File: src/rtl/mrs_pkg.sv
package mrs_pkg;
    localparam int DATA_W = 16;
    localparam int REG_W  = 5;
    localparam int SEL_W  = 2;
    localparam int IDX_W  = 3;

    localparam logic [REG_W-1:0] REG_CTRL = 5'h0D;
    localparam logic [REG_W-1:0] REG_ADDAT = 5'h0E;

    typedef enum logic [1:0] {
        K_READ   = 2'b00,
        K_WCONST = 2'b01,
        K_WPARAM = 2'b10,
        K_END    = 2'b11
    } kind_e;

    typedef struct packed {
        kind_e             kind;
        logic [REG_W-1:0]  regad;
        logic [DATA_W-1:0] data;
    } entry_t;

    typedef enum logic [1:0] {
        S_IDLE  = 2'b00,
        S_ISSUE = 2'b01,
        S_WAIT  = 2'b10
    } state_e;
endpackage

File: src/rtl/mrs_rom.sv
module mrs_rom
    import mrs_pkg::*;
#(
    parameter logic [4:0]        DEV         = 5'h1F,
    parameter logic [DATA_W-1:0] EXT_WR_ADDR = 16'h0031
) (
    input  logic [SEL_W-1:0] sel,
    input  logic [IDX_W-1:0] idx,
    output entry_t           entry
);
    localparam logic [DATA_W-1:0] FN_ADDR = {2'b00, 9'b0, DEV};
    localparam logic [DATA_W-1:0] FN_DATA = {2'b01, 9'b0, DEV};
    localparam logic [DATA_W-1:0] ZERO    = '0;

    always_comb begin
        entry = '{kind: K_END, regad: '0, data: ZERO};
        unique case (sel)
            2'd0: begin
                case (idx)
                    3'd0: entry = '{kind: K_WCONST, regad: REG_CTRL,  data: FN_ADDR};
                    3'd1: entry = '{kind: K_WPARAM, regad: REG_ADDAT, data: ZERO};
                    3'd2: entry = '{kind: K_WCONST, regad: REG_CTRL,  data: FN_DATA};
                    3'd3: entry = '{kind: K_READ,   regad: REG_ADDAT, data: ZERO};
                    default: ;
                endcase
            end
            2'd1: begin
                case (idx)
                    3'd0: entry = '{kind: K_WCONST, regad: REG_CTRL,  data: FN_ADDR};
                    3'd1: entry = '{kind: K_WCONST, regad: REG_ADDAT, data: EXT_WR_ADDR};
                    3'd2: entry = '{kind: K_WCONST, regad: REG_CTRL,  data: FN_DATA};
                    3'd3: entry = '{kind: K_WPARAM, regad: REG_ADDAT, data: ZERO};
                    default: ;
                endcase
            end
            2'd2: begin
                if (idx == 3'd0) entry = '{kind: K_READ, regad: 5'h01, data: ZERO};
            end
            2'd3: begin
                case (idx)
                    3'd0: entry = '{kind: K_READ, regad: 5'h02, data: ZERO};
                    3'd1: entry = '{kind: K_READ, regad: 5'h03, data: ZERO};
                    default: ;
                endcase
            end
            default: ;
        endcase
    end
endmodule

File: src/rtl/mrs_result.sv
module mrs_result
    import mrs_pkg::*;
(
    input  logic              clk,
    input  logic              rst_n,
    input  logic              capture,
    input  logic [DATA_W-1:0] din,
    output logic [DATA_W-1:0] dout
);
    always_ff @(posedge clk) begin
        if (!rst_n)       dout <= '0;
        else if (capture) dout <= din;
    end
endmodule

File: src/rtl/mdio_routine_seq.sv
module mdio_routine_seq
    import mrs_pkg::*;
#(
    parameter logic [4:0]  DEV         = 5'h1F,
    parameter logic [15:0] EXT_WR_ADDR = 16'h0031
) (
    input  logic        clk,
    input  logic        rst_n,
    input  logic        start,
    input  logic [1:0]  routine_sel,
    input  logic [15:0] param_data,
    output logic        op_valid,
    output logic        op_write,
    output logic [4:0]  op_reg,
    output logic [15:0] op_wdata,
    input  logic        op_done,
    input  logic [15:0] op_rdata,
    output logic        busy,
    output logic        routine_done,
    output logic [15:0] rd_result
);
    state_e           state_q;
    logic [SEL_W-1:0] sel_q;
    logic [IDX_W-1:0] idx_q;
    entry_t           cur;
    logic             capture;
    logic             at_end;

    mrs_rom #(.DEV(DEV), .EXT_WR_ADDR(EXT_WR_ADDR)) u_rom (
        .sel   (sel_q),
        .idx   (idx_q),
        .entry (cur)
    );

    assign at_end = (cur.kind == K_END);

    // State register and entry pointer
    always_ff @(posedge clk) begin
        if (!rst_n) begin
            state_q <= S_IDLE;
            sel_q   <= '0;
            idx_q   <= '0;
        end else begin
            unique case (state_q)
                S_IDLE: if (start) begin
                    sel_q   <= routine_sel;
                    idx_q   <= '0;
                    state_q <= S_ISSUE;
                end
                S_ISSUE: state_q <= at_end ? S_IDLE : S_WAIT;
                S_WAIT: if (op_done) begin
                    idx_q   <= idx_q + 1'b1;
                    state_q <= S_ISSUE;
                end
                default: state_q <= S_IDLE;
            endcase
        end
    end

    // Outputs
    always_comb begin
        op_valid     = 1'b0;
        op_write     = 1'b0;
        op_reg       = cur.regad;
        op_wdata     = '0;
        busy         = (state_q != S_IDLE);
        routine_done = 1'b0;
        capture      = 1'b0;
        unique case (state_q)
            S_IDLE: ;
            S_ISSUE: begin
                op_valid     = !at_end;
                routine_done = at_end;
                op_write     = (cur.kind == K_WCONST) || (cur.kind == K_WPARAM);
                op_wdata     = (cur.kind == K_WPARAM) ? param_data :
                               (cur.kind == K_WCONST) ? cur.data : '0;
            end
            S_WAIT: capture = op_done && (cur.kind == K_READ);
            default: ;
        endcase
    end

    mrs_result u_res (
        .clk     (clk),
        .rst_n   (rst_n),
        .capture (capture),
        .din     (op_rdata),
        .dout    (rd_result)
    );
endmodule

File: config.mk
export PLATFORM = sky130hd
export DESIGN_NAME = mdio_routine_seq
export DESIGN_NICKNAME = d
export VERILOG_FILES = /design/src/rtl/mrs_pkg.sv /design/src/rtl/mrs_rom.sv /design/src/rtl/mrs_result.sv /design/src/rtl/mdio_routine_seq.sv
export SDC_FILE = /design/constraint.sdc
export NUM_CORES = 1
export LEC_CHECK = 0
export BUFFER_PORTS_ARGS = -buffer_cell sky130_fd_sc_hd__buf_2
export CORE_AREA = 2 2 59 61
export CTS_CLUSTER_SIZE = 16
export DETAILED_ROUTE_END_ITERATION = 16
export DIE_AREA = 0 0 61 63
export PLACE_DENSITY = 0.86
export SLEW_MARGIN = 30
export SYNTH_ARGS = -nofsm -noshare
export SYNTH_HDL_FRONTEND = slang
export SYNTH_SLANG_ARGS = --single-unit
File: constraint.sdc
create_clock -name clk -period 4.49 [get_ports clk]
set_input_delay 0.2245 -clock clk [delete_from_list [all_inputs] [get_ports clk]]
set_output_delay 0.2245 -clock clk [all_outputs]
set_load 0.02 [all_outputs]
Yosys cells after proc, flatten, opt, wreduce, memory -nomap -nowiden. Index checks and enable logic that the tools add are counted.

Add/sub/neg operators: 1. Equal/unequal tests: 13. Muxes and demuxes: 19. Reduce and logical (&&, ||, !) cells: 12.

Operators by type and width (number): one-hot mux 23 bit (4 select lines) (3); two-way mux 16 bit (3); one-hot mux 23 bit (2 select lines) (1); two-way mux 23 bit (1); == test 2 bit (second input constant) (5); == test 2 x 1 -> 1 bit (second input constant) (3); == test 3 x 2 -> 1 bit (second input constant) (2); logical NOT 2 bit (3); two-way mux 2 bit (3); two-way mux 3 bit (2); one-hot mux 2 bit (3 select lines) (1); one-hot mux 3 bit (2 select lines) (1); two-way mux 1 bit (4); inequality test 2 bit (second input constant) (2); AND reduction 2 bit (2); nonzero test 2 bit (2); adder 3 x 1 -> 3 bit (second input constant) (1); == test 3 x 1 -> 1 bit (second input constant) (1); logical NOT 3 bit (1); AND reduction 3 bit (1); logical AND 1 bit (1); logical NOT 1 bit (1); logical OR 1 bit (1).

Bits in registers: 23. Bits of input ports: 38. Output and inout bits: 41.

Logic depth before layout (Yosys ltp).
Word-level depth: 7. Depth in mapped cells: 11. Gate-level depth less buffers: 9.

By module. From an unflattened synthesis, not the netlist that was laid out.

Cells, all modules: 192. Area, all modules: 1657.8 µm².

By module, submodules not included: mdio_routine_seq (times used 1, cells each 105, area an instance 802.0 µm², sequential area each 140.1 µm²); mrs_result (times used 1, cells each 51, area an instance 615.6 µm², sequential area each 320.3 µm²); mrs_rom (times used 1, cells each 36, area an instance 240.2 µm², sequential area each 0.0 µm²).

Worst setup path after synthesis. No wires, ideal clock.

Path type: reg2out. Start: register idx_q[2]. End: output port op_wdata[4]. Arrival time: 2513 ps. Required time: 4266 ps. Path slack: 1753 ps. Cell stages (with the launch flop): 11. Buffers on the path: 2. Cell sequence: dfxtp_1 buf_6 inv_1 ha_1 mux4_2 or2_1 ha_1 buf_2 nor4b_4 o31ai_1 a21oi_1.

Word-level cells in the longest chain between the ends: 7. Elaborated cells on any way between the ends: 14. Those cells by class: eq/ne: 5; mux: 8; reduce/logical: 1.

RTL lines: start: declaration (line mdio_routine_seq.sv:24) `logic [IDX_W-1:0] idx_q;`; start signal: assignment (line mdio_routine_seq.sv:52) `idx_q <= idx_q + 1'b1;`; == test 3 x 2 -> 1 bit, or another cell as far along (line mrs_rom.sv:19, mrs_rom.sv:28); one-hot mux 23 bit (4 select lines), or another cell as far along (line mrs_rom.sv:28) `case (idx)`; one-hot mux 23 bit (4 select lines) (*) (line mrs_rom.sv:17) `unique case (sel)`; == test 2 x 1 -> 1 bit (line mdio_routine_seq.sv:76) `(cur.kind == K_WCONST) ? cur.data : '0;`; two-way mux 16 bit (line mdio_routine_seq.sv:76); two-way mux 16 bit (*) (line mdio_routine_seq.sv:75) `op_wdata = (cur.kind == K_WPARAM) ? param_data :`; two-way mux 16 bit (*) (line mdio_routine_seq.sv:69) `unique case (state_q)`; end: declaration (line mdio_routine_seq.sv:15) `output logic [15:0] op_wdata,`.

Mark *: on every way between the ends. The rest lies on a longest branch, timed or not.

Final worst setup path. Same ends and word-level chain as after synthesis.

==> impl_results.md <==
- Status: finished, final reports clean
- H-tree depth: 1
- Synth area leaders: dfxtp_1 (32%), nand2_1 (11%), a21boi_1 (8.4%), ha_1 (7.9%), and3_1 (4.0%)
- CP Cell Sequence: inv_1, ha_1, mux4_2, or2_1, ha_1, nor4b_4, o31ai_1, a21oi_1, buf_2
- Die Width: 61 um
- Static Leak: 0.908 nW
- Port bufs: 77
- Core ar.: about 0.0032 mm^2
- Post-DP HPWL: 2360 um
- Drt drc: 0
- Async S/R FF share, synth: 0%
- Switch share: between 20 and 30%
- Critical path's top delay family: simple AND/OR/NAND/NOR gates
- Wirelength per Cell: between 10 and 15 um
- Finish-stage setup viols: 0
- Cell depth of the worst hold path: 3
- Data required time of the worst path: about 4300 ps
- Fin crit period: ~3300 ps
- WP buf/inv: 2
- EDFF count, synth: 0
- Hold Crit Endpoint: u_res.dout[10]$_SDFFE_PN0P_
- Worst-case clock buffer depth: 2
- Tcrit/Tclk final: about 74%
- Detailed-route via count: ~1400
- Pint: between 0.2 and 0.3 mW
- Hold crit path type: primary input to flip-flop
- Pre-CTS WS: 1500 ps
- Commonest cells after routing, fill and taps aside: buf_2 (77), nand2_1 (40), dfxtp_1 (23)
- Most used flip-flop cell after synthesis: dfxtp_1
- P&R area growth vs syn: 26.8%
- Max IR drop VDD: 189 uV
- Post-Synthesis Cells: about 170
- Detailed Route Iter0 Violations: 41
- CP max stage cell: dfxtp_1
- Die H: between 60 and 70 um
- Post-route setup slack: between 1000 and 1500 ps
- Starting Density: 44.1%
- Global-route usage over all layers: 15.6%
- Crit-path max FO: 17
- Synthesis Warnings: 0
- Met2 wire len: around 1400 um
- Sequential Power Share: between 50 and 60%
- Worst slew margin: around three fifths
- Worst reg2reg path depth: 9
- Slew Limit Fails: 0
- Sequential share of the synthesized area: between 30% and 40%
- Unique masters post-synth: 39
- CTS tree: done
- Syn_nets: 220
- Synth Cell Area: 0.00142 mm^2
- Vias/cell: 4.85
- Num ports: 79
- Routability Congestion: ~0.75
- Crit. End Element: output port
- Pwr dens: around 220 mW/mm^2
- Slew @ Worst Pin: about 590 ps
- Mean area per synthesized cell: 8.23 um^2
- Worst setup SP type: flip-flop
- Yosys top cell area share: 32.3%
- Post-CTS resize count: 0
- CP max stage delay: between 500 and 600 ps
- Hold Startpoint: op_rdata[10]
- Final ANT Viol Nets: 0
- Initial antenna violation count: 0
- Power share of the combinational group: 22.2%
- Root buf cell: clkbuf_4
- Worst Clk Skew: 3.86 ps
- DIE AREA: 0.00384 mm^2
- Sw Pwr: 0.116 mW
- DRT Wirelength: around 3000 um
- Clk sinks: 23
- Crit Path Class: flip-flop to output port
- Post-CTS setup buffers: 0
- CTS Buf Count: 3
- Vias in the first global route: 1200
- Commonest non-fill, non-tap cell in the layout: buf_2
- Cell taking the most area after synthesis: dfxtp_1
- Clock Latency Late Sink: around 300 ps
- Reg clk slew, reported paths: about 130 ps
- Most frequent CP cell: ha_1
- M1 WL: around 1300 um
- Worst reg2reg path startpoint: idx_q[1]$_SDFFE_PN0P_
- DRT Pass-1 Iters: 4
- First-pass GRT wire length: 4790 um
- Hold Vio Cnt, Final: 0
- Fill count: slightly above 300
- Yosys reg bits: 23
- Row count: 21
- Setup TNS Final: 0 ps
- MaxCap Viol Count: 0
- Met3 Routed Length: 264 um
- Grt ovf: 0
- Highest metal used: met4
- Setup slack, reg-to-reg: 1700 ps
- RSZ-0062 raised after global routing: false
- # diodes: 0
- Highest clock rate: around 300 MHz
- Post-CTS Hold Fix Bufs: 0
- Share of cells above drive strength 1: between 30% and 40%
- Clk pwr share: 23.8%
- Reg2reg end: u_res.dout[9]$_SDFFE_PN0P_
- Largest net degree at the start of global routing: 25
- Final net count: 288
- Critical Path AT: roughly 3100 ps
==> power groups by stage <==
stage	logic (mW)	clock network [mW]	registers (mW)
final	0.0884	0.0946	0.215
after global routing	0.0974	0.110	0.217
after CTS	0.0895	0.0995	0.216
after detailed placement	0.0890	0	0.220
after global placement	0.0878	0	0.220
after floorplan	0.0631	0	0.216
==> layer usage <==
layer | track usage, % | vias up
met5 | 0 | -
met4 | 3.26 | 0
met3 | 2.69 | 2
met2 | 28.1 | 64
met1 | 18.7 | 609
li1 | - | 713
==> logic make-up (layout without fill, tap and decap cells) <==
kind of cell	Yosys count	after routing	share of synthesized area (%)
AND/OR/NAND/NOR	81	81	30.7
AO/OA/AOI/OAI	36	36	17.1
buffers and inverters	18	85	7.29
flip-flops	23	23	32.3
other	1	1	0.263
adder cells (fa/ha/maj)	9	9	7.91
multiplexers	5	5	4.39
==> registers in the layout (all words and copies together), names as in the netlist <==
register and flops:
u_res.dout 16, idx_q 3, sel_q 2, state_q 2
==> synth_stat cells (4+ instances only) <==
cell	instances
nand2_1	40
dfxtp_1	23
a21boi_1	16
and3_1	9
ha_1	9
a21oi_1	7
nor2_1	7
nor2b_1	7
buf_2	5
buf_4	4
inv_1	4
mux2i_1	4
==> worst max path at each step <==
stage	from	to	depth (start not counted)
3_3_place_gp	idx_q[2]$_SDFFE_PN0P_	op_wdata[1]	9
6_report	idx_q[2]$_SDFFE_PN0P_	op_wdata[4]	9
3_5_place_dp	idx_q[2]$_SDFFE_PN0P_	op_wdata[4]	9
2_1_floorplan	idx_q[2]$_SDFFE_PN0P_	op_wdata[4]	10
4_1_cts	idx_q[2]$_SDFFE_PN0P_	op_wdata[4]	9
5_1_grt	idx_q[2]$_SDFFE_PN0P_	op_wdata[2]	9
==> worst reg2reg max path, delay by kind of cell, from the launching register on <==
kind,cells,cell delay (ps)
AND/OR/NAND/NOR,4,1320
flip-flops,1,490
adder cells (fa/ha/maj),2,450
AO/OA/AOI/OAI,2,370
buffers and inverters,1,100
==> final cells by class <==
class | instances | area, um^2 | area share [%]
Inverter | 4 | 15.0 | 0.832
Clock inverter | 1 | 5.00 | 0.277
Multi-Input combinational cell | 132 | 860 | 47.6
Tap cell | 46 | 57.6 | 3.19
Clock buffer | 3 | 22.5 | 1.25
Sequential cell | 23 | 460 | 25.5
Timing Repair Buffer | 77 | 385 | 21.3
==> per-stage QoR <==
| stage | total power, mW | cell area, um^2 | utilization (%) | std cells | hold slack, ps |
|---|---|---|---|---|---|
| final | 0.398 | 1810 | 55.9 | 286 | 135 |
| after global routing | 0.424 | 1810 | 55.9 | 286 | 111 |
| after CTS | 0.404 | 1810 | 55.9 | 286 | 128 |
| after detailed placement | 0.309 | 1780 | 55.0 | 282 | 443 |
| after global placement | 0.308 | 1780 | 55.0 | 282 | 438 |
| after floorplan | 0.279 | 1420 | - | 173 | 359 |
Note: power is estimated with default switching activity, not from simulation.
